`src/rtl/sfs_pkg.sv`:
```
package sfs_pkg;

  typedef enum logic [2:0] {
    OP_PUSH8   = 3'd0,
    OP_PUSH16  = 3'd1,
    OP_POP8    = 3'd2,
    OP_POP16   = 3'd3,
    OP_FETCH8  = 3'd4,
    OP_FETCH16 = 3'd5,
    OP_READ16  = 3'd6,
    OP_WRITE16 = 3'd7
  } opKind_t;

  // strobes from control to datapath
  typedef struct packed {
    logic accept;    // latch a new request
    logic capture;   // byte cycle finished cleanly
    logic lastByte;  // current byte cycle is the final one
    logic commit;    // whole operation finished cleanly
    logic fail;      // byte cycle reported a fault
    logic phase;     // 0 = first byte, 1 = second byte
  } strobe_t;

  function automatic logic opIsWord(opKind_t k);
    return !(k == OP_PUSH8 || k == OP_POP8 || k == OP_FETCH8);
  endfunction

  function automatic logic opIsWrite(opKind_t k);
    return (k == OP_PUSH8 || k == OP_PUSH16 || k == OP_WRITE16);
  endfunction

endpackage

```
`src/rtl/sfs_ctrl.sv`:
```
module sfs_ctrl
  import sfs_pkg::*;
(
  input  logic    clk,
  input  logic    rst_n,
  input  logic    opValid,
  input  opKind_t opCode,
  input  logic    busRdy,
  input  logic    busErr,
  output strobe_t stb,
  output logic    busReq,
  output logic    busy,
  output logic    done,
  output logic    errPulse
);

  typedef enum logic {S_IDLE, S_XFER} state_t;

  state_t stateQ;
  logic   phaseQ;
  logic   wordQ;
  logic   doneQ;
  logic   errQ;
  logic   hit;

  always_comb begin
    busReq       = (stateQ == S_XFER);
    hit          = busReq && busRdy;
    stb.accept   = (stateQ == S_IDLE) && opValid;
    stb.fail     = hit && busErr;
    stb.capture  = hit && !busErr;
    stb.lastByte = phaseQ || !wordQ;
    stb.commit   = stb.capture && stb.lastByte;
    stb.phase    = phaseQ;
  end

  always_ff @(posedge clk) begin
    if (!rst_n) begin
      stateQ <= S_IDLE;
      phaseQ <= 1'b0;
      wordQ  <= 1'b0;
      doneQ  <= 1'b0;
      errQ   <= 1'b0;
    end else begin
      doneQ <= stb.commit || stb.fail;
      errQ  <= stb.fail;
      case (stateQ)
        S_IDLE: begin
          if (stb.accept) begin
            stateQ <= S_XFER;
            phaseQ <= 1'b0;
            wordQ  <= opIsWord(opCode);
          end
        end
        S_XFER: begin
          if (stb.fail || stb.commit) begin
            stateQ <= S_IDLE;
            phaseQ <= 1'b0;
          end else if (stb.capture) begin
            phaseQ <= 1'b1;
          end
        end
        default: stateQ <= S_IDLE;
      endcase
    end
  end

  assign busy     = (stateQ == S_XFER);
  assign done     = doneQ;
  assign errPulse = errQ;

endmodule

```
`src/rtl/sfs_dpath.sv`:
```
module sfs_dpath
  import sfs_pkg::*;
#(
  parameter int ADDR_W = 16,
  parameter int BYTE_W = 8,
  parameter logic [ADDR_W-1:0] SP_RESET = '0,
  parameter logic [ADDR_W-1:0] PC_RESET = '0
) (
  input  logic                clk,
  input  logic                rst_n,
  input  strobe_t             stb,
  input  opKind_t             opCode,
  input  logic [ADDR_W-1:0]   opAddr,
  input  logic [2*BYTE_W-1:0] opData,
  input  logic [BYTE_W-1:0]   busRdata,
  output logic [ADDR_W-1:0]   busAddr,
  output logic                busWe,
  output logic [BYTE_W-1:0]   busWdata,
  output logic [ADDR_W-1:0]   sp,
  output logic [ADDR_W-1:0]   pc,
  output logic [2*BYTE_W-1:0] rdData,
  output logic [ADDR_W-1:0]   errAddr
);

  localparam int WORD_W = 2 * BYTE_W;
  localparam logic [ADDR_W-1:0] ONE = ADDR_W'(1);
  localparam logic [ADDR_W-1:0] TWO = ADDR_W'(2);

  opKind_t           opQ;
  logic [ADDR_W-1:0] baseQ;
  logic [WORD_W-1:0] dataQ;
  logic [BYTE_W-1:0] hiByteQ;
  logic [ADDR_W-1:0] spQ;
  logic [ADDR_W-1:0] pcQ;
  logic [WORD_W-1:0] rdQ;
  logic [ADDR_W-1:0] errQ;

  logic [ADDR_W-1:0] startAddr;
  logic [ADDR_W-1:0] spNext;
  logic [ADDR_W-1:0] pcNext;
  logic              opWord;

  // first byte address of a new request
  always_comb begin
    case (opCode)
      OP_PUSH8:               startAddr = spQ;
      OP_PUSH16:              startAddr = spQ - ONE;
      OP_POP8, OP_POP16:      startAddr = spQ + ONE;
      OP_FETCH8, OP_FETCH16:  startAddr = pcQ;
      default:                startAddr = opAddr;
    endcase
  end

  // pointer values applied on clean completion
  always_comb begin
    spNext = spQ;
    pcNext = pcQ;
    case (opQ)
      OP_PUSH8:   spNext = spQ - ONE;
      OP_PUSH16:  spNext = spQ - TWO;
      OP_POP8:    spNext = spQ + ONE;
      OP_POP16:   spNext = spQ + TWO;
      OP_FETCH8:  pcNext = pcQ + ONE;
      OP_FETCH16: pcNext = pcQ + TWO;
      default: ;
    endcase
  end

  assign opWord   = opIsWord(opQ);
  assign busAddr  = baseQ + ADDR_W'(stb.phase);
  assign busWe    = opIsWrite(opQ);
  assign busWdata = (opWord && !stb.phase) ? dataQ[WORD_W-1:BYTE_W]
                                           : dataQ[BYTE_W-1:0];

  always_ff @(posedge clk) begin
    if (!rst_n) begin
      opQ     <= OP_PUSH8;
      baseQ   <= '0;
      dataQ   <= '0;
      hiByteQ <= '0;
      spQ     <= SP_RESET;
      pcQ     <= PC_RESET;
      rdQ     <= '0;
      errQ    <= '0;
    end else begin
      if (stb.accept) begin
        opQ   <= opCode;
        baseQ <= startAddr;
        dataQ <= opData;
      end
      if (stb.capture && !stb.lastByte) begin
        hiByteQ <= busRdata;
      end
      if (stb.commit) begin
        spQ <= spNext;
        pcQ <= pcNext;
        if (!busWe) begin
          rdQ <= opWord ? {hiByteQ, busRdata} : {{BYTE_W{1'b0}}, busRdata};
        end
      end
      if (stb.fail) begin
        errQ <= busAddr;
      end
    end
  end

  assign sp      = spQ;
  assign pc      = pcQ;
  assign rdData  = rdQ;
  assign errAddr = errQ;

endmodule

```
`src/rtl/stk_fetch_seq.sv`:
```
module stk_fetch_seq
  import sfs_pkg::*;
#(
  parameter int ADDR_W = 16,
  parameter int BYTE_W = 8,
  parameter logic [ADDR_W-1:0] SP_RESET = ADDR_W'(16'h00FF),
  parameter logic [ADDR_W-1:0] PC_RESET = ADDR_W'(16'h8000)
) (
  input  logic                clk,
  input  logic                rst_n,
  input  logic                opValid,
  input  logic [2:0]          opCode,
  input  logic [ADDR_W-1:0]   opAddr,
  input  logic [2*BYTE_W-1:0] opData,
  output logic                busReq,
  output logic                busWe,
  output logic [ADDR_W-1:0]   busAddr,
  output logic [BYTE_W-1:0]   busWdata,
  input  logic [BYTE_W-1:0]   busRdata,
  input  logic                busRdy,
  input  logic                busErr,
  output logic                busy,
  output logic                done,
  output logic                errValid,
  output logic [ADDR_W-1:0]   errAddr,
  output logic [2*BYTE_W-1:0] rdData,
  output logic [ADDR_W-1:0]   sp,
  output logic [ADDR_W-1:0]   pc
);

  strobe_t stb;
  opKind_t opKind;

  assign opKind = opKind_t'(opCode);

  sfs_ctrl u_ctrl (
    .clk      (clk),
    .rst_n    (rst_n),
    .opValid  (opValid),
    .opCode   (opKind),
    .busRdy   (busRdy),
    .busErr   (busErr),
    .stb      (stb),
    .busReq   (busReq),
    .busy     (busy),
    .done     (done),
    .errPulse (errValid)
  );

  sfs_dpath #(
    .ADDR_W   (ADDR_W),
    .BYTE_W   (BYTE_W),
    .SP_RESET (SP_RESET),
    .PC_RESET (PC_RESET)
  ) u_dpath (
    .clk      (clk),
    .rst_n    (rst_n),
    .stb      (stb),
    .opCode   (opKind),
    .opAddr   (opAddr),
    .opData   (opData),
    .busRdata (busRdata),
    .busAddr  (busAddr),
    .busWe    (busWe),
    .busWdata (busWdata),
    .sp       (sp),
    .pc       (pc),
    .rdData   (rdData),
    .errAddr  (errAddr)
  );

endmodule

```
`config.mk`:
```
export PLATFORM = sky130hd
export DESIGN_NAME = stk_fetch_seq
export DESIGN_NICKNAME = d
export VERILOG_FILES = /design/src/rtl/sfs_pkg.sv /design/src/rtl/sfs_ctrl.sv /design/src/rtl/sfs_dpath.sv /design/src/rtl/stk_fetch_seq.sv
export SDC_FILE = /design/constraint.sdc
export NUM_CORES = 1
export LEC_CHECK = 0
export BUFFER_PORTS_ARGS = -buffer_cell sky130_fd_sc_hd__buf_2
export CAP_MARGIN = 25
export CORE_MARGIN = 2
export CORE_UTILIZATION = 50
export DETAILED_ROUTE_END_ITERATION = 12
export GPL_ROUTABILITY_DRIVEN = 1
export GPL_TIMING_DRIVEN = 1
export PLACE_DENSITY_LB_ADDON = 0.12
export SYNTH_ARGS = -nofsm -noshare
export SYNTH_HDL_FRONTEND = slang
export SYNTH_SLANG_ARGS = --single-unit
```
`constraint.sdc`:
```
create_clock -name clk -period 3.22 [get_ports clk]
set_clock_uncertainty 0.1 [all_clocks]
set_input_delay 0.322 -clock clk [delete_from_list [all_inputs] [get_ports clk]]
set_output_delay 0.322 -clock clk [all_outputs]
set_load 0.05 [all_outputs]
```
# Word-level counts from Yosys, hierarchy flattened
# Cells that the tools add are included.
word_totals:
  inputBits: 48
  register_bits: 112
  elab_cells: 79
  output_inout_bits: 93
op_classes:
  muxes: 12
  n_addsub: 7
  n_reduce_logical: 32
  n_eq_ne: 13
  n_bitwise: 2
op_table:
  columns: ["op", "n"]
  rows:
  - ["16-bit one-hot mux with 4 select lines", 2]
  - ["16-bit by 1-bit adder with 16-bit output (second input constant)", 2]
  - ["16-bit by 2-bit adder with 16-bit output (second input constant)", 2]
  - ["16-bit one-hot mux with 2 select lines", 1]
  - ["16-bit by 1-bit adder with 16-bit output", 1]
  - ["16-bit 2-to-1 mux", 1]
  - ["16-bit by 1-bit subtractor with 16-bit output (second input constant)", 1]
  - ["16-bit by 2-bit subtractor with 16-bit output (second input constant)", 1]
  - ["3-bit == test (second input constant)", 5]
  - ["3-bit by 2-bit == test with 1-bit output (second input constant)", 4]
  - ["2-bit AND reduction", 5]
  - ["1-bit logical OR", 8]
  - ["8-bit 2-to-1 mux", 1]
  - ["1-bit logical AND", 7]
  - ["3-bit by 1-bit == test with 1-bit output (second input constant)", 2]
  - ["1-bit logical NOT", 6]
  - ["3-bit logical NOT", 2]
  - ["1-bit 2-to-1 mux", 5]
  - ["1-bit one-hot mux with 2 select lines", 2]
  - ["4-bit nonzero test", 1]
  - ["2-bit OR reduction", 2]
  - ["3-bit by 2-bit inequality test with 1-bit output (second input constant)", 1]
  - ["2-bit inequality test (second input constant)", 1]
  - ["1-bit NOT", 2]
  - ["2-bit nonzero test", 1]

# Longest topological paths before layout
depth:
  depth_word: 6
  depth_mapped: 13
  depth_no_buf: 10

# Modules after synthesis
# A second synthesis with hierarchy kept.
unflattened:
  cells_unflattened: 842
  hier_area_um2: 6780.3
modules_own_cells:
  columns: ["module", "instances", "cells_per_inst", "area_per_inst_um2", "seq_area_each_um2"]
  rows:
  - ["sfs_dpath", 1, 817, 6558.8, 2142.1]
  - ["sfs_ctrl", 1, 25, 221.5, 100.1]

# Least setup slack after synthesis
# No wires, ideal clock.
synth_path:
  path_type: "register -> register"
  from: "register u_dpath.opQ[0]"
  to: "register u_dpath.spQ[15] (netlist: u_dpath.sp[15])"
  period_less_slack_ps: 3504
  stages_incl_launch_ff: 13
  arrival_ps: 3281
  path_buffers: 2
  t_required_ps: 2997
  setup_ps: 123
  path_slack_ps: -284
  path_cell_list: "dfxtp_1 > buf_2 > clkinv_1 > nor2_1 > clkbuf_1 > nand2_1 > fa_1 > a211oi_2 > nor4b_1 > or4_1 > o22ai_1 > xnor2_1 > o2bb2ai_1"
synth_via:
  elab_chain_cells: 3
  elab_cells_between_ends: 7
  cone_classes: "3 x eq/ne; 1 x mux; 3 x reduce/logical"
synth_lines:
  columns: ["element", "line_no", "source"]
  rows:
  - ["start, declared", "sfs_dpath.sv:29", "opKind_t opQ;"]
  - ["start signal, assigned", "sfs_dpath.sv:87", "opQ <= opCode;"]
  - ["3-bit by 2-bit == test with 1-bit output (tied with other cells)", "sfs_dpath.sv:58", "case (opQ)"]
  - ["4-bit nonzero test (no line)", null, null]
  - ["2-bit AND reduction (no line)", null, null]
  - ["end signal, assigned", "sfs_dpath.sv:95", "spQ <= spNext;"]
  - ["end, declared", "sfs_dpath.sv:33", "logic [ADDR_W-1:0] spQ;"]
# Several ways; a longest one is shown, not always the timed one.
# A chain may end at the register's enable or synchronous reset.

# Final worst setup path
# Ends and elaborated chain as after synthesis.

==> impl_metrics.toml <==
[status]
status = "complete, no violations"

[cts]
root_buffer = "clkbuf_16"
path_clk_slew_ns = 0.08
htree_levels = 3
cts.sinks = 112
post-cts-setup-buffer-count = 0
clock_latency_ns = 0.36
cts_buffer_depth = 2
cts_tree = "built"
hold_buffers = 0
cts-buffers-inserted = 9
postCtsResizedCells = 0

[setup_path]
rrSetupSlack_ns = 0.33
slowest_delay_ns = 0.56
endpoint_kind = "register"
r2r_start = "u_dpath.opQ[0]"
cp_max_fo = 17
crit_path_top_delay_cell = "or4_1"
start_kind = "register"
path_class = "reg2reg"
rr_worst_depth = 10
r2r_end = "u_dpath.sp[15]"
setup.worst_path.start = "u_dpath.opQ[0]"
critPathArrivalTime_ns = 3.03
cp_cell_sequence = "clkinv_1 -> nor2_1 -> nand2_4 -> fa_1 -> a211oi_2 -> nor4b_1 -> or4_1 -> o22ai_1 -> xnor2_1 -> o2bb2ai_1"
cp_data_required_time_ns = 3.36
critPathCapture = "u_dpath.sp[15]"

[power]
peakVddDrop_mv = 0.327
leakagePower_uw = 0.00345
p_per_area_nw_per_um2 = 417

[placement]
port_buffers = 140
pre_cts_ws_ns = 0.341
routabilityCongestion = 0.943
hpwl_um = 13700
dp_cells = 1130

[synthesis]
syn_inst = 853
yosys_warnings = 0
synth_area_per_cell_sq_um = 8.12
synth_top_area_frac = 0.324
synthFlopType = "dfxtp_1"
mappedNetlistNets = 924
synthTopCellsByArea = "dfxtp_1, nand2_1, xnor2_1, a21boi_0, ha_1"
synth_cell_type_count = 66
synth-edff-count = 0
ys_seq_area_frac = 0.324
ys_seq_elements = 112
synth.largest_area_cell = "dfxtp_1"
synth_area_sq_um = 6920
async_flop_share = 0

[detailed_routing]
via_per_inst = 5.68
routed_wl_um = 18600
wl_per_cell_um = 16.2
first_pass_iters = 5
drt_iter0_drc = 645
vias = 6507
antenna_left = 0
drcViolationCount = 0

[finish]
drive_gt1_frac = 0.228
multi_input_area_sq_um = 4380
antenna_cells = 0
n_fill_cell = 1271
layout.nets = 1036
layout.cells.non_filler = 1146
ff_latch_area_sq_um = 2240
areaGrowthSynthToFinish_pct = 16.7

[hold_path]
min-delay-path-class = "in2reg"

[sta]
rsz0062_at_grt = "no"
fin_crit_ns = 2.89
hold_ws_ns = 0.107
clock.fmax_ghz = 0.346
relSlewSlack = 0.425
final-max-slew-violation-count = 0
finalSetupViolations = 0
period_share = 0.898
setup_ws_ns = 0.328
setup-tns-final_ns = 0
hold_viol_final = 0
worst_pin_slew_ns = 0.863

[floorplan]
row_count = 42
ios = 141
start_util = 0.517
core_area_sq_um = 13400
die_area_sq_um = 14800
die_h_um = 122
die_x_um = 122

[global_route]
gr-usage-all-layers = 0.254
grt_pass1_vias = 5988
grt_pass1_wl_um = 30500
antenna_found_initial = 1
grt-ovfl-total = 0
grt_max_degree = 77

[run]
max-cap-violations = 0
[layout by cell type, fill, tap and decap left out, types with 14 or more instances in the layout]
cell type and instances:
buf_2 140, nand2_1 122, dfxtp_1 112, nor2_1 52
o21ai_0 45, a21oi_1 41, a21boi_0 38, xnor2_1 37
nand3_1 32, xor2_1 29, nor2b_1 24, buf_4 24
ha_1 22, mux2i_1 20, nand4_1 18, nor3_1 16
and2_1 15, or2_2 14
[registers in the layout, summed over array words and instances (netlist names)]
signal and flops:
u_dpath.baseQ 16, u_dpath.dataQ 16, u_dpath.errAddr 16, u_dpath.pc 16
u_dpath.rdData 16, u_dpath.sp 16, u_dpath.hiByteQ 8, u_dpath.opQ 3
u_ctrl.busReq 1, u_ctrl.done 1, u_ctrl.errPulse 1, u_ctrl.phaseQ 1
u_ctrl.wordQ 1
[where the power goes]
group / switching [uW] / internal (uW)
Sequential: 48.1 / 1430
Combinational: 461 / 234
Clock: 550 / 645
[metal layers]
metal / track usage / routed length (um) / vias up
li1: - / - / 3268
met1: 0.365 / 9010 / 3009
met2: 0.399 / 8250 / 212
met3: 0.0398 / 1070 / 18
met4: 0.0690 / 247 / 0
met5: 0 / 0 / -
[stage by stage]
step | cell area, sq um | power [uW] | utilization
after CTS | 8080 | 3390 | 0.603
after global placement | 7760 | 2200 | 0.579
final | 8080 | 3370 | 0.603
after detailed placement | 7760 | 2200 | 0.579
after global routing | 8080 | 3510 | 0.603
after floorplan | 6930 | 2020 | -
[cells in the mapped netlist (22+ instances only)]
library cell,n
nand2_1,123
dfxtp_1,112
nor2_1,52
o21ai_0,45
a21oi_1,41
clkbuf_1,40
a21boi_0,38
xnor2_1,37
nand3_1,32
xor2_1,29
nor2b_1,25
ha_1,22
[worst max-delay path, delay by kind of cell, from the launching register on]
kind                     cells  cell delay, ns
adder cells (fa/ha/maj)      1            0.45
flip-flops                   1            0.34
AO/OA/AOI/OAI                3            0.66
buffers and inverters        1            0.08
XOR/XNOR                     1            0.09
AND/OR/NAND/NOR              4            1.07
[worst min-delay path by stage]
stage / from / endpoint / slack (ns) / cells after the start
2_1_floorplan: u_dpath.dataQ[15] / u_dpath.dataQ[15] / 0.34 / 2
5_1_grt: opData[7] / u_dpath.dataQ[7] / 0.11 / 3
6_report: opData[5] / u_dpath.dataQ[5] / 0.11 / 3
4_1_cts: opData[5] / u_dpath.dataQ[5] / 0.1 / 3
3_5_place_dp: u_dpath.rdData[10] / u_dpath.rdData[10] / 0.35 / 2
3_3_place_gp: u_dpath.rdData[8] / u_dpath.rdData[8] / 0.35 / 2
[cell families (layout without fill, tap and decap cells)]
| group | after synthesis | in the layout | synth area share |
|---|---|---|---|
| xor gates and xnor gates | 66 | 66 | 0.0835 |
| buffers and inverters | 73 | 190 | 0.0455 |
| and+or+nand+nor | 339 | 339 | 0.245 |
| AOI/OAI and AO/OA | 206 | 206 | 0.201 |
| DFF | 112 | 112 | 0.324 |
| adders and majority gates | 23 | 23 | 0.0427 |
| muxes | 34 | 34 | 0.0582 |
[final cells by class]
class                   instances  share of cell area
repair buffers                164               0.109
clock inverters                 6              0.0104
flip-flops and latches        112               0.278
clock buffers                  10              0.0296
multi-input cells             668               0.542
well taps                     176              0.0273
inverters                      10             0.00465
(Power assumes the default switching activity.)
